### src/rtl/gpio_exp_pkg.sv
package gpio_exp_pkg;
  parameter int DATA_W   = 8;
  parameter int REG_CNT  = 4;
  localparam int SEL_W   = $clog2(REG_CNT);

  typedef enum logic [SEL_W-1:0] {
    SEL_INPUT = 2'd0,
    SEL_OUT   = 2'd1,
    SEL_POL   = 2'd2,
    SEL_DIR   = 2'd3
  } regSel_e;

  typedef struct packed {
    logic              wrOut;
    logic              wrPol;
    logic              wrDir;
    logic [DATA_W-1:0] wrData;
  } ctrlStrobe_t;

  localparam logic [DATA_W-1:0] RST_OUT = '1;
  localparam logic [DATA_W-1:0] RST_POL = '0;
  localparam logic [DATA_W-1:0] RST_DIR = '1;
  localparam logic [DATA_W-1:0] RST_IN  = '1;
endpackage

### src/rtl/gpio_exp_ctrl.sv
module gpio_exp_ctrl
  import gpio_exp_pkg::*;
(
  input  logic              clk,
  input  logic              rstN,
  input  logic              busEvent,
  input  logic              byteValid,
  input  logic [DATA_W-1:0] byteData,
  output ctrlStrobe_t       strb,
  output logic [SEL_W-1:0]  ptrSel,
  output logic [DATA_W-1:0] ptrByte,
  output logic              haveAddr
);
  logic    isPtrByte;
  logic    isDataByte;
  regSel_e curSel;

  assign isPtrByte  = byteValid && (busEvent || !haveAddr);
  assign isDataByte = byteValid && !isPtrByte;
  assign curSel     = regSel_e'(ptrByte[SEL_W-1:0]);
  assign ptrSel     = ptrByte[SEL_W-1:0];

  always_comb begin
    strb        = '0;
    strb.wrData = byteData;
    if (isDataByte) begin
      unique case (curSel)
        SEL_OUT:   strb.wrOut = 1'b1;
        SEL_POL:   strb.wrPol = 1'b1;
        SEL_DIR:   strb.wrDir = 1'b1;
        default:   ;
      endcase
    end
  end

  always_ff @(posedge clk) begin
    if (!rstN) begin
      ptrByte  <= '0;
      haveAddr <= 1'b0;
    end else begin
      if (isPtrByte) ptrByte <= byteData;
      if (byteValid)     haveAddr <= 1'b1;
      else if (busEvent) haveAddr <= 1'b0;
    end
  end
endmodule

### src/rtl/gpio_exp_datapath.sv
module gpio_exp_datapath
  import gpio_exp_pkg::*;
(
  input  logic              clk,
  input  logic              rstN,
  input  ctrlStrobe_t       strb,
  input  logic [SEL_W-1:0]  ptrSel,
  input  logic              readReq,
  input  logic [DATA_W-1:0] extLevel,
  output logic [DATA_W-1:0] readData,
  output logic [DATA_W-1:0] pinLevel
);
  logic [DATA_W-1:0] outReg, polReg, dirReg, inReg;
  logic [DATA_W-1:0] outNext, polNext, dirNext, inNext;

  assign outNext = strb.wrOut ? strb.wrData : outReg;
  assign polNext = strb.wrPol ? strb.wrData : polReg;
  assign dirNext = strb.wrDir ? strb.wrData : dirReg;

  for (genvar i = 0; i < DATA_W; i++) begin : g_pin
    logic released;
    assign released  = dirNext[i] | outNext[i];
    assign inNext[i] = released & extLevel[i];
  end

  always_ff @(posedge clk) begin
    if (!rstN) begin
      outReg <= RST_OUT;
      polReg <= RST_POL;
      dirReg <= RST_DIR;
      inReg  <= RST_IN;
    end else begin
      outReg <= outNext;
      polReg <= polNext;
      dirReg <= dirNext;
      inReg  <= inNext;
    end
  end

  always_comb begin
    readData = '0;
    if (readReq) begin
      unique case (regSel_e'(ptrSel))
        SEL_INPUT: readData = inReg ^ polReg;
        SEL_OUT:   readData = outReg;
        SEL_POL:   readData = polReg;
        SEL_DIR:   readData = dirReg;
        default:   readData = '0;
      endcase
    end
  end

  assign pinLevel = inReg;
endmodule

### src/rtl/gpio_expander_core.sv
module gpio_expander_core
  import gpio_exp_pkg::*;
(
  input  logic              clk,
  input  logic              rstN,
  input  logic              busEvent,
  input  logic              byteValid,
  input  logic [DATA_W-1:0] byteData,
  input  logic              readReq,
  output logic [DATA_W-1:0] readData,
  input  logic [DATA_W-1:0] extLevel,
  output logic [DATA_W-1:0] pinOut
);
  ctrlStrobe_t       strb;
  logic [SEL_W-1:0]  ptrSel;
  logic [DATA_W-1:0] ptrByte;
  logic              haveAddr;

  gpio_exp_ctrl ctrl_i (
    .clk(clk), .rstN(rstN), .busEvent(busEvent), .byteValid(byteValid),
    .byteData(byteData), .strb(strb), .ptrSel(ptrSel), .ptrByte(ptrByte),
    .haveAddr(haveAddr)
  );

  gpio_exp_datapath dp_i (
    .clk(clk), .rstN(rstN), .strb(strb), .ptrSel(ptrSel), .readReq(readReq),
    .extLevel(extLevel), .readData(readData), .pinLevel(pinOut)
  );
endmodule

### config.mk
export PLATFORM = sky130hd
export DESIGN_NAME = gpio_expander_core
export DESIGN_NICKNAME = d
export VERILOG_FILES = /design/src/rtl/gpio_exp_pkg.sv /design/src/rtl/gpio_exp_ctrl.sv /design/src/rtl/gpio_exp_datapath.sv /design/src/rtl/gpio_expander_core.sv
export SDC_FILE = /design/constraint.sdc
export NUM_CORES = 1
export LEC_CHECK = 0
export ABC_AREA = 1
export BUFFER_PORTS_ARGS = -buffer_cell sky130_fd_sc_hd__buf_4
export CELL_PAD_IN_SITES_DETAIL_PLACEMENT = 1
export CELL_PAD_IN_SITES_GLOBAL_PLACEMENT = 1
export CORE_ASPECT_RATIO = 0.5
export CORE_MARGIN = 4
export CORE_UTILIZATION = 40
export DETAILED_ROUTE_END_ITERATION = 8
export PLACE_DENSITY = 0.8
export SLEW_MARGIN = 20
export SYNTH_ARGS = -nofsm -noshare
export SYNTH_HDL_FRONTEND = slang
export SYNTH_SLANG_ARGS = --single-unit
### constraint.sdc
create_clock -name clk -period 2.3 [get_ports clk]
set_input_delay 0.46 -clock clk [delete_from_list [all_inputs] [get_ports clk]]
set_output_delay 0.46 -clock clk [all_outputs]
set_load 0.02 [all_outputs]
==> out/metrics.csv <==
stage;metric;value;unit
clock_tree;# Post-CTS Setup Buffers;0;
die;IO Pins;37;
setup_path;CP required;1.84;ns
timing;Fin. Hold Viols;0;
clock_tree;CTS buffer count;5;
power_and_ir_drop;Pwr per Cell Area;615.2;nW/µm²
die;Chip Width;101.1;µm
placement;Placer Congestion;0.7725;
logic_synthesis;Gate Count Post-Synth;226;
final_layout;Sequential Area;700.7;µm²
placement;Placed Cells;310;
die;Starting Density;43.03;%
routing;DR vias;1593;
setup_path;Crit Path Class;reg2out;
timing;fin crit share;91.68;%
logic_synthesis;number of synthesized register bits;35;
clock_tree;# resized after CTS;0;
timing;setup_tns;0;ns
global_routing;GRT Overall Usage;18.93;%
logic_synthesis;Post-Syn Area;1732;µm²
setup_path;crit path DAT;1.65;ns
logic_synthesis;async set-reset flop share out of synthesis;0;%
timing;Worst Slack Setup Final;0.1915;ns
final_layout;area occupied by multi-input gates;887.1;µm²
final_layout;Filler cells;515;
clock_tree;Root Driver;clkbuf_8;
final_layout;n_diodes;0;
routing;vias per cell;5.009;
hold_path;min-delay worst type;in2reg;
placement;pre-CTS WS;0.4415;ns
placement;placed cell areas;2019;µm²
job;Max Cap Viol;0;
final_layout;Final Cell Area;2103;µm²
final_layout;synthesis-to-layout area growth;21.46;%
die;die area;5510;µm²
die;Die Y;54.53;µm
setup_path;CP max FO;10;
logic_synthesis;Post-Syn Area per Cell;7.662;µm²
timing;worst hold slack;0.3550;ns
timing;Final setup viols;0;
logic_synthesis;prevailing post-synth register cell;dfxtp_1;
global_routing;vias in the first global route;1632;
die;row count;16;
routing;wire per inst;15.15;µm
final_layout;Core Util, Final;52.27;%
logic_synthesis;number of distinct library cells after synthesis;27;
clock_tree;Worst-path clk slew;0.07;ns
global_routing;first-pass GRT wire length;7769;µm
placement;PortBufs;36;
power_and_ir_drop;Pwr Total;1.294;mW
clock_tree;clk_lat worst skew;0.29;ns
final_layout;Non-Filler Instances;318;
global_routing;largest net degree at the start of global routing;24;
routing;drt initial violations;37;
global_routing;GR Overflow Total;0;
routing;post-route ant nets;0;
die;core area;4024;µm²
timing;Least-Margin Pin Slew;0.4349;ns
timing;FMAX;474.3;MHz
setup_path;critical path launch point type;flip-flop;
routing;# DRC;0;
routing;total wire length;4819;µm
clock_tree;clk buf depth;2;
timing;Fin Clk Skew;0.003698;ns
setup_path;Setup crit end kind;output pin;
final_layout;fraction of layout cells with a size suffix above 1;26.89;%
clock_tree;Sink Count;35;
power_and_ir_drop;leakage power;0.9068;nW
timing;unrepaired setup endpoints after global routing;false;
clock_tree;Post-CTS Hold Fix Bufs;0;
logic_synthesis;Mapped Nets;247;
timing;relative slew slack;70.97;%
placement;DP Wirelength;3453;µm
logic_synthesis;synth warn;0;
routing;drt pass-1 iters;5;
clock_tree;CTS tree;done;
final_layout;Nets;284;
run_status;run status;completed;
clock_tree;H-tree levels;2;
logic_synthesis;EDFF count, synth;0;
power_and_ir_drop;VDD IR-drop max;280.9;µV
timing;Final Slew Violations;0;
global_routing;antenna violations before repair;0;
logic_synthesis;Seq/Total Area, Yosys;40.46;%
timing;fin crit period;2.109;ns
-- cells by family (layout without fill, tap and decap cells) --
| logic type | count (synthesis) | after routing | synth area share (%) |
|---|---|---|---|
| flip-flops | 35 | 35 | 40.46 |
| buffers and inverters | 29 | 67 | 8.454 |
| AO/OA/AOI/OAI | 65 | 65 | 21.75 |
| AND/OR/NAND/NOR | 94 | 94 | 27.82 |
| XOR/XNOR | 3 | 3 | 1.518 |
-- per-layer routing --
layer	wire (µm)	track usage, %	vias up
met1	2199	22.32	731
li1	-	-	818
met4	41	5.740	0
met2	2275	34.20	39
met3	303	5.471	5
met5	0	0	-
-- power breakdown --
group	switching, mW	internal (mW)	leakage [nW]
Sequential	0.0141	0.622	0.286
Combinational	0.135	0.0893	0.578
Clock	0.222	0.212	0.0422
-- area by class of cell --
class                   instances  share of cell area (%)
multi-input cells             162                   42.18
inverters                      21                   3.867
clock buffers                   7                   3.629
clock inverters                 1                  0.2380
flip-flops and latches         35                   33.31
well taps                      54                   3.212
repair buffers                 38                   13.56
-- Yosys cell counts (3+ instances only) --
cell / instances / area [µm²]
nand2_1: 38 / 142.6
buf_6: 4 / 45.04
nor2_1: 33 / 123.9
xor2_1: 3 / 26.28
o21ai_2: 9 / 78.83
nand3_2: 4 / 40.04
o21ai_1: 8 / 40.04
dfxtp_1: 35 / 700.7
or2_1: 5 / 31.28
nand3_1: 5 / 25.02
a21oi_1: 22 / 110.1
inv_2: 3 / 11.26
inv_1: 17 / 63.81
o21ai_0: 18 / 90.09
a211oi_1: 5 / 37.54
-- state kept, by name, summed over array words and instances (netlist names) --
register,flops
dp_i.dirReg,8
ctrl_i.ptrByte,2
dp_i.outReg,8
dp_i.pinLevel,8
dp_i.polReg,8
ctrl_i.haveAddr,1
-- layout by cell type, fill, tap and decap left out, types with 4 or more instances in the layout --
| master | count |
|---|---|
| clkbuf_8 | 5 |
| nand3_2 | 4 |
| a211oi_1 | 5 |
| o21ai_2 | 9 |
| o21ai_1 | 8 |
| nand2_1 | 37 |
| dfxtp_1 | 35 |
| o21ai_0 | 18 |
| buf_4 | 38 |
| nor2_1 | 33 |
| nand3_1 | 5 |
| or2_1 | 5 |
| a21oi_1 | 22 |
| inv_1 | 17 |
-- worst max-delay path, cell delays in order (launching register included) --
cell and delay [ns]:
dfxtp_1 0.50, buf_4 0.24, nand2_8 0.11, inv_1 0.12, nand2_1 0.08, a31oi_1 0.14, buf_4 0.16
-- path summary, 6_finish.rpt --
kind	start	endpoint	slack, ns	cells after the start
max	ctrl_i.ptrByte[0]	readData[3]	0.19	6
min	extLevel[6]	dp_i.pinLevel[6]	0.36	3
max reg2reg	ctrl_i.ptrByte[0]	dp_i.pinLevel[6]	0.70	8
min reg2reg	dp_i.outReg[2]	dp_i.outReg[2]	0.49	2
(Power assumes the default switching activity.)
